==> src/rtl/tws_pkg.sv <==
package tws_pkg;
  localparam int BYTE_W = 8;

  typedef enum logic [2:0] {
    ST_IDLE,
    ST_CTRL,
    ST_ADDR,
    ST_WDATA,
    ST_RDATA
  } tws_st_e;

  // position inside the current byte frame
  typedef enum logic [1:0] {
    SL_BITS,     // data bits moving
    SL_ACKWAIT,  // byte received, waiting for the clock fall that opens our ack
    SL_ACK,      // our ack being driven
    SL_MACK      // master ack slot after a read byte
  } tws_slot_e;
endpackage

==> src/rtl/tws_cond.sv <==
module tws_cond (
  input  logic clk,
  input  logic rst_n,
  input  logic scl_i,
  input  logic sda_i,
  output logic scl_rise_o,
  output logic scl_fall_o,
  output logic start_o,
  output logic stop_o
);
  logic scl_q, sda_q;

  // idle bus is high on both lines, so reset to high to avoid false edges
  always_ff @(posedge clk or negedge rst_n) begin
    if (!rst_n) begin
      scl_q <= 1'b1;
      sda_q <= 1'b1;
    end else begin
      scl_q <= scl_i;
      sda_q <= sda_i;
    end
  end

  assign scl_rise_o = scl_i & ~scl_q;
  assign scl_fall_o = ~scl_i & scl_q;
  assign start_o    = scl_i & scl_q & sda_q & ~sda_i;
  assign stop_o     = scl_i & scl_q & ~sda_q & sda_i;
endmodule

==> src/rtl/tws_match.sv <==
module tws_match
  import tws_pkg::*;
#(
  parameter int SEL_W    = 3,
  parameter int DEV_CODE = 'b1010
) (
  input  logic [BYTE_W-1:0] byte_i,
  input  logic [SEL_W-1:0]  sel_i,
  output logic              hit_o,
  output logic              rd_o
);
  localparam int CODE_W = BYTE_W - SEL_W - 1;

  logic code_ok, sel_ok;

  assign code_ok = (byte_i[BYTE_W-1 -: CODE_W] == CODE_W'(DEV_CODE));
  assign sel_ok  = (byte_i[SEL_W:1] == sel_i);
  assign hit_o   = code_ok & sel_ok;
  assign rd_o    = byte_i[0];
endmodule

==> src/rtl/tws_fsm.sv <==
module tws_fsm
  import tws_pkg::*;
#(
  parameter int ADDR_W = 7
) (
  input  logic              clk,
  input  logic              rst_n,
  input  logic              scl_rise_i,
  input  logic              scl_fall_i,
  input  logic              start_i,
  input  logic              stop_i,
  input  logic              sda_i,
  input  logic              busy_i,
  input  logic              hit_i,
  input  logic              rd_bit_i,
  input  logic [BYTE_W-1:0] rd_data_i,
  input  logic              wr_ready_i,
  output logic [BYTE_W-1:0] byte_o,
  output logic              sda_oe_o,
  output logic [ADDR_W-1:0] ptr_o,
  output logic              wr_valid_o,
  output logic [BYTE_W-1:0] wr_data_o
);
  localparam int CNT_W = $clog2(BYTE_W + 1);
  localparam logic [CNT_W-1:0] LAST_BIT = CNT_W'(BYTE_W - 1);
  localparam logic [CNT_W-1:0] FULL     = CNT_W'(BYTE_W);

  tws_st_e           st_q;
  tws_slot_e         slot_q;
  logic [CNT_W-1:0]  cnt_q;
  logic [BYTE_W-1:0] sh_q, wdata_q;
  logic [ADDR_W-1:0] ptr_q;
  logic              rw_q, acc_q, oe_q, valid_q;
  logic              taken;

  assign byte_o     = {sh_q[BYTE_W-2:0], sda_i};
  assign taken      = acc_q | (valid_q & wr_ready_i);
  assign sda_oe_o   = oe_q;
  assign ptr_o      = ptr_q;
  assign wr_valid_o = valid_q;
  assign wr_data_o  = wdata_q;

  always_ff @(posedge clk or negedge rst_n) begin
    if (!rst_n) begin
      st_q    <= ST_IDLE;
      slot_q  <= SL_BITS;
      cnt_q   <= '0;
      sh_q    <= '0;
      wdata_q <= '0;
      ptr_q   <= '0;
      rw_q    <= 1'b0;
      acc_q   <= 1'b0;
      oe_q    <= 1'b0;
      valid_q <= 1'b0;
    end else begin
      if (valid_q && wr_ready_i) begin
        valid_q <= 1'b0;
        acc_q   <= 1'b1;
      end
      if (start_i) begin
        st_q    <= ST_CTRL;
        slot_q  <= SL_BITS;
        cnt_q   <= '0;
        oe_q    <= 1'b0;
        valid_q <= 1'b0;
        acc_q   <= 1'b0;
      end else if (stop_i) begin
        st_q    <= ST_IDLE;
        slot_q  <= SL_BITS;
        oe_q    <= 1'b0;
        valid_q <= 1'b0;
        acc_q   <= 1'b0;
      end else if (st_q != ST_IDLE) begin
        case (slot_q)
          SL_BITS: begin
            if (st_q == ST_RDATA) begin
              if (scl_rise_i) begin
                sh_q  <= {sh_q[BYTE_W-2:0], 1'b0};
                cnt_q <= cnt_q + 1'b1;
              end else if (scl_fall_i) begin
                if (cnt_q == FULL) begin
                  oe_q   <= 1'b0;
                  slot_q <= SL_MACK;
                end else begin
                  oe_q <= ~sh_q[BYTE_W-1];
                end
              end
            end else if (scl_rise_i) begin
              sh_q <= byte_o;
              if (cnt_q == LAST_BIT) begin
                cnt_q <= '0;
                if (busy_i || (st_q == ST_CTRL && !hit_i)) begin
                  st_q <= ST_IDLE;
                end else begin
                  slot_q <= SL_ACKWAIT;
                  case (st_q)
                    ST_CTRL:  rw_q  <= rd_bit_i;
                    ST_ADDR:  ptr_q <= byte_o[ADDR_W-1:0];
                    ST_WDATA: begin
                      valid_q <= 1'b1;
                      acc_q   <= 1'b0;
                      wdata_q <= byte_o;
                    end
                    default: ;
                  endcase
                end
              end else begin
                cnt_q <= cnt_q + 1'b1;
              end
            end
          end
          SL_ACKWAIT: begin
            if (scl_fall_i) begin
              acc_q <= 1'b0;
              if (busy_i || (st_q == ST_WDATA && !taken)) begin
                st_q    <= ST_IDLE;
                slot_q  <= SL_BITS;
                valid_q <= 1'b0;
                oe_q    <= 1'b0;
              end else begin
                oe_q   <= 1'b1;
                slot_q <= SL_ACK;
                if (st_q == ST_WDATA) ptr_q <= ptr_q + 1'b1;
              end
            end
          end
          SL_ACK: begin
            if (scl_fall_i) begin
              slot_q <= SL_BITS;
              cnt_q  <= '0;
              if (st_q == ST_CTRL && rw_q) begin
                st_q  <= ST_RDATA;
                sh_q  <= rd_data_i;
                oe_q  <= ~rd_data_i[BYTE_W-1];
                ptr_q <= ptr_q + 1'b1;
              end else begin
                oe_q <= 1'b0;
                st_q <= (st_q == ST_CTRL) ? ST_ADDR : ST_WDATA;
              end
            end
          end
          SL_MACK: begin
            if (scl_rise_i && sda_i) begin
              st_q   <= ST_IDLE;
              slot_q <= SL_BITS;
            end else if (scl_fall_i) begin
              slot_q <= SL_BITS;
              cnt_q  <= '0;
              sh_q   <= rd_data_i;
              oe_q   <= ~rd_data_i[BYTE_W-1];
              ptr_q  <= ptr_q + 1'b1;
            end
          end
          default: slot_q <= SL_BITS;
        endcase
      end
    end
  end

  AST_CTRL_HIT_ACKS: assert property (@(posedge clk) disable iff (!rst_n)
    (st_q == ST_CTRL && slot_q == SL_ACKWAIT && scl_fall_i && !busy_i) |=> oe_q);

  AST_BUSY_SILENT: assert property (@(posedge clk) disable iff (!rst_n)
    (slot_q == SL_ACKWAIT && scl_fall_i && busy_i) |=> !oe_q);

  AST_WR_HOLD: assert property (@(posedge clk) disable iff (!rst_n)
    (valid_q && !wr_ready_i && !scl_fall_i && !start_i && !stop_i)
      |=> (valid_q && $stable(wdata_q) && $stable(ptr_q)));
endmodule

==> src/rtl/tw_mem_slave.sv <==
module tw_mem_slave
  import tws_pkg::*;
#(
  parameter int ADDR_W   = 7,
  parameter int SEL_W    = 3,
  parameter int DEV_CODE = 'b1010
) (
  input  logic              clk,
  input  logic              rst_n,
  input  logic              scl_i,
  input  logic              sda_i,
  input  logic [SEL_W-1:0]  sel_i,
  input  logic              busy_i,
  output logic              sda_oe_o,
  output logic [ADDR_W-1:0] rd_addr_o,
  input  logic [BYTE_W-1:0] rd_data_i,
  output logic              wr_valid_o,
  input  logic              wr_ready_i,
  output logic [ADDR_W-1:0] wr_addr_o,
  output logic [BYTE_W-1:0] wr_data_o,
  output logic              bus_stop_o
);
  logic              scl_rise, scl_fall, start_w, stop_w;
  logic              hit_w, rd_w;
  logic [BYTE_W-1:0] byte_w;
  logic [ADDR_W-1:0] ptr_w;
  logic              stop_q;

  tws_cond u_cond (
    .clk        (clk),
    .rst_n      (rst_n),
    .scl_i      (scl_i),
    .sda_i      (sda_i),
    .scl_rise_o (scl_rise),
    .scl_fall_o (scl_fall),
    .start_o    (start_w),
    .stop_o     (stop_w)
  );

  tws_match #(.SEL_W(SEL_W), .DEV_CODE(DEV_CODE)) u_match (
    .byte_i (byte_w),
    .sel_i  (sel_i),
    .hit_o  (hit_w),
    .rd_o   (rd_w)
  );

  tws_fsm #(.ADDR_W(ADDR_W)) u_fsm (
    .clk        (clk),
    .rst_n      (rst_n),
    .scl_rise_i (scl_rise),
    .scl_fall_i (scl_fall),
    .start_i    (start_w),
    .stop_i     (stop_w),
    .sda_i      (sda_i),
    .busy_i     (busy_i),
    .hit_i      (hit_w),
    .rd_bit_i   (rd_w),
    .rd_data_i  (rd_data_i),
    .wr_ready_i (wr_ready_i),
    .byte_o     (byte_w),
    .sda_oe_o   (sda_oe_o),
    .ptr_o      (ptr_w),
    .wr_valid_o (wr_valid_o),
    .wr_data_o  (wr_data_o)
  );

  always_ff @(posedge clk or negedge rst_n) begin
    if (!rst_n) stop_q <= 1'b0;
    else        stop_q <= stop_w;
  end

  assign rd_addr_o  = ptr_w;
  assign wr_addr_o  = ptr_w;
  assign bus_stop_o = stop_q;

  AST_SDA_LOW_PHASE: assert property (@(posedge clk) disable iff (!rst_n)
    (sda_oe_o != $past(sda_oe_o)) |-> !$past(scl_i));

  AST_STOP_RELEASED: assert property (@(posedge clk) disable iff (!rst_n)
    bus_stop_o |-> (!sda_oe_o && !wr_valid_o));

  AST_STOP_ONE_CYCLE: assert property (@(posedge clk) disable iff (!rst_n)
    bus_stop_o |=> !bus_stop_o);
endmodule

==> config.mk <==
export PLATFORM = sky130hd
export DESIGN_NAME = tw_mem_slave
export DESIGN_NICKNAME = d
export VERILOG_FILES = /design/src/rtl/tws_pkg.sv /design/src/rtl/tws_cond.sv /design/src/rtl/tws_match.sv /design/src/rtl/tws_fsm.sv /design/src/rtl/tw_mem_slave.sv
export SDC_FILE = /design/constraint.sdc
export NUM_CORES = 1
export LEC_CHECK = 0
export ABC_CLOCK_PERIOD_IN_PS = 4870
export BUFFER_PORTS_ARGS = -buffer_cell sky130_fd_sc_hd__buf_2
export CAP_MARGIN = 20
export CORE_MARGIN = 3
export CORE_UTILIZATION = 45
export CTS_CLUSTER_SIZE = 12
export DETAILED_ROUTE_END_ITERATION = 10
export PLACE_DENSITY = 0.77
export SYNTH_ARGS = -nofsm -noshare
export SYNTH_HDL_FRONTEND = slang
export SYNTH_SLANG_ARGS = --single-unit
export TNS_END_PERCENT = 10
==> constraint.sdc <==
create_clock -name clk -period 4.87 [get_ports clk]
set_input_delay 0.2435 -clock clk [delete_from_list [all_inputs] [get_ports clk]]
set_output_delay 0.2435 -clock clk [all_outputs]
set_load 0.02 [all_outputs]
==> out/metrics.csv, run 1 <==
metric;value;unit
status;finished, final reports clean;
Hold Slack;0.0421;ns
Worst EP required;5.05;ns
CTS root buf;clkbuf_8;
Avg WL per Cell;16.0;um
CTS max path bufs;2;
dpl hpwl;4.15;mm
Post-CTS Resized;0;
number of global-route vias before repair;1937;
FMAX;0.373;GHz
leakage power;1.24;nW
fin. max-slew vios;0;
switch share;0.293;
Yosys top cell area share;0.377;
Clock power frac;0.348;
slowest CP cell;dfrtp_1;
CTS clock-pin slew for the worst setup and hold paths;0.08;ns
clock skew;0.00536;ns
H-Tree Level Count;2;
syn_area_per_cell;8.99;um2
cell mode on critical path;o21ai_0;
TritonCTS clock tree;yes;
number of synthesized flops with an enable pin;0;
Reg area;978;um2
largest net degree at the start of global routing;40;
CP endpoint kind;flip-flop;
most frequent cells in the layout;41 x buf_2, 37 x dfrtp_1, 31 x o21ai_0, 29 x nand2_1;
largest cells by area after synthesis;dfrtp_1 38%, o21ai_0 6.3%, mux2_2 4.6%;
DR DRC count;0;
period utilization;0.550;
Post-Synthesis Cell Area;2450;um2
final net count;318;
fin util;0.528;
clk_lat worst skew;0.29;ns
post-CTS setup repair buffer count;0;
worst setup margin;2.19;ns
worst slew pin tran;0.842;ns
1st-iter DRT viols;225;
synthesized instance count;273;
top_reg_cell synth;dfrtp_1;
largest area contributor in the netlist;dfrtp_1;
Die Area;6380;um2
Seq/Total Area, Yosys;0.399;
filler instances;489;
Netlist cell types;54;
CTS Buf Count;5;
drt total wl;5.85;mm
reported max-cap violation count;0;
Reg2Reg Depth;5;
Layout Cells excl Fill;366;
placer congestion estimate;0.960;
design area;2750;um2
PortBufs;41;
Vias;2138;
power per cell area;332;nW/um2
area post-placement;2590;um2
Clock Sinks;39;
max incr delay on CP;0.71;ns
Die Width;79.9;um
initial antenna violation count;0;
async set or reset register ratio after synthesis;1.00;
Int Pwr;646;uW
Synth Net Count;296;
Reg power frac;0.461;
layout cells sized above 1;0.233;
Rows;26;
Post-Place Worst Slack;1.86;ns
unrepaired setup endpoints after global routing;false;
GRT overflow;0;
HP Class;primary input to asynchronous set/reset pin;
most common cell after layout, fill and taps aside;buf_2;
combinational power share;0.191;
Hold Buf Count CTS;0;
Slew HR;0.438;
Area growth, synth to finish;11.9;%
Synth Warn #;0;
Switch Pwr;267;uW
GRT Total Usage;0.192;
crit-path cells;or2_0 -> o21ai_0 -> a221o_1 -> o21ai_0 -> mux2_2;
Synth Register Bits;39;
placed insts;357;
Arr. time, crit path;2.86;ns
first-pass GRT wire length;9.61;mm
drt first pass iters;5;
Crit Path Category;flip-flop to flip-flop;
Die Y-Extent;79.9;um
setup_tns;0;ns
Vias/cell;5.84;
Max VDD drop;0.227;mV
Antenna Violating Nets Remaining;0;
Hold Vio Cnt, Final;0;
Setup crit start kind;flip-flop;
Ports;42;
setup violators final;0;
Critical Path Fanout Max;19;
total chip power;913;uW
antenna cells;0;
Initial Util;0.472;
core footprint;5200;um2
multi-input logic area;1290;um2
fin crit period;2.68;ns
registers in the layout (all words and copies together), names as in the netlist:
signal	count
u_fsm.sh_q	8
u_fsm.wr_data_o	8
u_fsm.ptr_o	7
u_fsm.cnt_q	4
u_fsm.st_q	3
u_fsm.slot_q	2
bus_stop_o	1
u_cond.scl_q	1
u_cond.sda_q	1
u_fsm.acc_q	1
u_fsm.rw_q	1
u_fsm.sda_oe_o	1
u_fsm.wr_valid_o	1
worst paths after layout:
kind / start / end / slack, ns
min in group clk: scl_i / u_cond.scl_q / 0.08
min reg2reg: u_fsm.wr_data_o[6] / u_fsm.wr_data_o[6] / 0.50
max reg2reg: u_fsm.slot_q[0] / u_fsm.st_q[0] / 2.19
max: u_fsm.slot_q[0] / u_fsm.st_q[0] / 2.19
min: rst_n / u_fsm.ptr_o[3] / 0.04
max in group asynchronous: rst_n / u_fsm.wr_data_o[0] / 4.28
synthesized netlist by cell type (all sizes together), types with 3 or more instances:
cell type and instances:
a21oi 14, clkbuf 8, a211oi 3, and3b 4, nor3 6, nand3 9
nor3b 3, o22ai 3, xnor2 3, mux2i 8, nand2 29, nand2b 3
mux2 10, ha 6, or3 5, or2 4, nor2 14, a31oi 6
dfrtp 37, nand3b 4, o21ai 31, nand4 6, inv 7, buf 19
worst max-delay path, delay by kind of cell (launching register included):
family	cells	cell delay, ns
mux	1	0.36
flops	1	0.71
compound gates	3	0.79
simple gates	1	0.71
layout make-up:
class | instances | share of cell area
timing repair buffer | 42 | 0.0847
clock inverter | 2 | 0.0219
clock buffer | 6 | 0.0264
sequential | 39 | 0.356
tap | 70 | 0.0319
multi-input combinational | 200 | 0.469
inverter | 7 | 0.00957
power groups by stage:
stage,Clock [mW],Combinational [mW],Sequential [mW]
after floorplan,0,0.131,0.413
after global placement,0,0.171,0.424
after detailed placement,0,0.172,0.426
after CTS,0.323,0.173,0.420
after global routing,0.337,0.203,0.431
final,0.317,0.175,0.421
cells by family (layout without fill, tap and decap cells):
family,after synthesis,after routing,share of synthesized area
AOI/OAI and AO/OA,73,73,0.183
xor gates and xnor gates,3,3,0.0107
adders and majority gates,6,6,0.0306
buffers and inverters,34,57,0.0765
DFF,39,39,0.399
muxes,18,18,0.0785
and+or+nand+nor,100,100,0.222
metal layers:
metal	vias up	global-route usage	routed length, um
met5	-	0	0
met4	0	0.0456	49
met3	7	0.0519	436
met2	92	0.289	2690
met1	1008	0.275	2680
li1	1031	-	-
Note: power is estimated with default switching activity, not from simulation.
==> run 2: changes to the inputs <==
ABC_CLOCK_PERIOD_IN_PS = 2600   (was 4870)
clock period = 2.6 ns   (was 4.87 ns; I/O delays follow)
==> run 2 against run 1 <==
Total power rose by 70%. Worst hold slack got worse by 0.012 ns. Cell area rose by 0.46%. Sequential power rose by 87%. Critical path type is now primary input to flip-flop. Highest routed layer unchanged.
==> out/metrics.csv, run 2 (synthesis gave the netlist of run 1 again) <==
metric;value;unit
setup violators final;0;
CP bufs+invs;2;
FMAX;0.432;GHz
Layout Cells excl Fill;375;
area post-placement;2650;um2
H-Tree Level Count;2;
Rows;26;
crit-path cells;dlygate4sd3_1 -> buf_2 -> ha_1 -> and3b_1 -> nor2_1 -> nand2_1 -> nor2_2 -> mux2_2;
slowest CP cell;dlygate4sd3_1;
delay-heaviest family, CP;simple AND/OR/NAND/NOR gates;
setup_tns;0;ns
Vias/cell;5.81;
CP endpoint kind;flip-flop;
Die Area;6380;um2
CTS root buf;clkbuf_8;
clock skew;0.00465;ns
Vias;2180;
final net count;327;
Worst EP required;2.79;ns
Max VDD drop;0.326;mV
Setup crit start kind;primary input;
Antenna Violating Nets Remaining;0;
largest net degree at the start of global routing;40;
PortBufs;41;
core footprint;5200;um2
R2R setup slack;0.33;ns
most frequent cells in the layout;41 x buf_2, 37 x dfrtp_1, 31 x o21ai_0, 29 x nand2_1;
initial antenna violation count;0;
Die Y-Extent;79.9;um
CTS max path bufs;2;
Hold Vio Cnt, Final;0;
max incr delay on CP;0.53;ns
design area;2760;um2
GRT Total Usage;0.195;
TritonCTS clock tree;yes;
reported max-cap violation count;0;
number of global-route vias before repair;1971;
Critical Path Fanout Max;8;
Crit Path Category;primary input to flip-flop;
drt total wl;6.00;mm
first-pass GRT wire length;9.77;mm
Post-Place Worst Slack;0.406;ns
placed insts;365;
multi-input logic area;1290;um2
Clock Sinks;39;
worst slew pin tran;0.843;ns
Arr. time, crit path;2.51;ns
post-CTS setup repair buffer count;0;
leakage power;1.25;nW
layout cells sized above 1;0.252;
fin util;0.530;
Reg area;978;um2
power per cell area;562;nW/um2
HP Class;primary input to flip-flop;
total chip power;1.55;mW
fin. max-slew vios;0;
worst setup margin;0.284;ns
Ports;42;
Avg WL per Cell;16.0;um
clk_lat worst skew;0.30;ns
fin crit period;2.32;ns
drt first pass iters;5;
period utilization;0.891;
Area growth, synth to finish;12.4;%
placer congestion estimate;1.01;
1st-iter DRT viols;210;
Hold Slack;0.0300;ns
CTS Buf Count;5;
unrepaired setup endpoints after global routing;false;
CTS clock-pin slew for the worst setup and hold paths;0.09;ns
status;finished, final reports clean;
GRT overflow;0;
DR DRC count;0;
antenna cells;0;
Slew HR;0.438;
Initial Util;0.472;
most common cell after layout, fill and taps aside;buf_2;
Die Width;79.9;um
filler instances;505;
dpl hpwl;4.28;mm
run 2: cell count changes in the layout (fill, tap and decap cells not counted):
| cell | before | now |
|---|---|---|
| dlygate4sd3_1 | 0 | 2 |
| bufinv_16 | 2 | 0 |
| clkbuf_1 | 1 | 0 |
| buf_16 | 1 | 0 |
| buf_4 | 0 | 8 |
| inv_6 | 0 | 1 |
| clkinvlp_4 | 0 | 2 |
run 2: cell type report:
cell class | instances | area share
Tap cell | 70 | 0.0317
Multi-Input combinational cell | 200 | 0.467
Clock buffer | 5 | 0.0249
Inverter | 7 | 0.00952
Sequential cell | 39 | 0.355
Clock inverter | 3 | 0.00862
Timing Repair Buffer | 51 | 0.103
run 2: path summary, 6_finish.rpt:
path | startpoint | to | depth (start not counted)
max in group asynchronous | rst_n | u_fsm.slot_q[1] | 2
setup / recovery | scl_i | u_fsm.wr_data_o[2] | 8
min in group asynchronous | rst_n | u_fsm.ptr_o[6] | 2
hold / removal | sda_i | u_cond.sda_q | 1
hold reg to reg | u_fsm.sh_q[7] | u_fsm.sh_q[7] | 2
setup reg to reg | u_cond.scl_q | u_fsm.st_q[0] | 6
run 2: power breakdown:
| part | switching, mW | internal [mW] | total, mW | leakage, nW |
|---|---|---|---|---|
| Clock | 0.244 | 0.192 | 0.436 | 0.0408 |
| Combinational | 0.181 | 0.146 | 0.326 | 0.681 |
| Sequential | 0.105 | 0.684 | 0.788 | 0.526 |
run 2: per-layer routing:
| metal | vias up | global-route usage | share of wire |
|---|---|---|---|
| met5 | - | 0 | 0 |
| met4 | 0 | 0.0676 | 0.016 |
| met3 | 8 | 0.0451 | 0.072 |
| met2 | 108 | 0.300 | 0.47 |
| met1 | 1018 | 0.270 | 0.45 |
| li1 | 1046 | - | - |
run 2: timing repair:
action	in CTS	in global routing
hold buffers	2	0
resized for setup	0	0
hold endpoints to repair	38	0
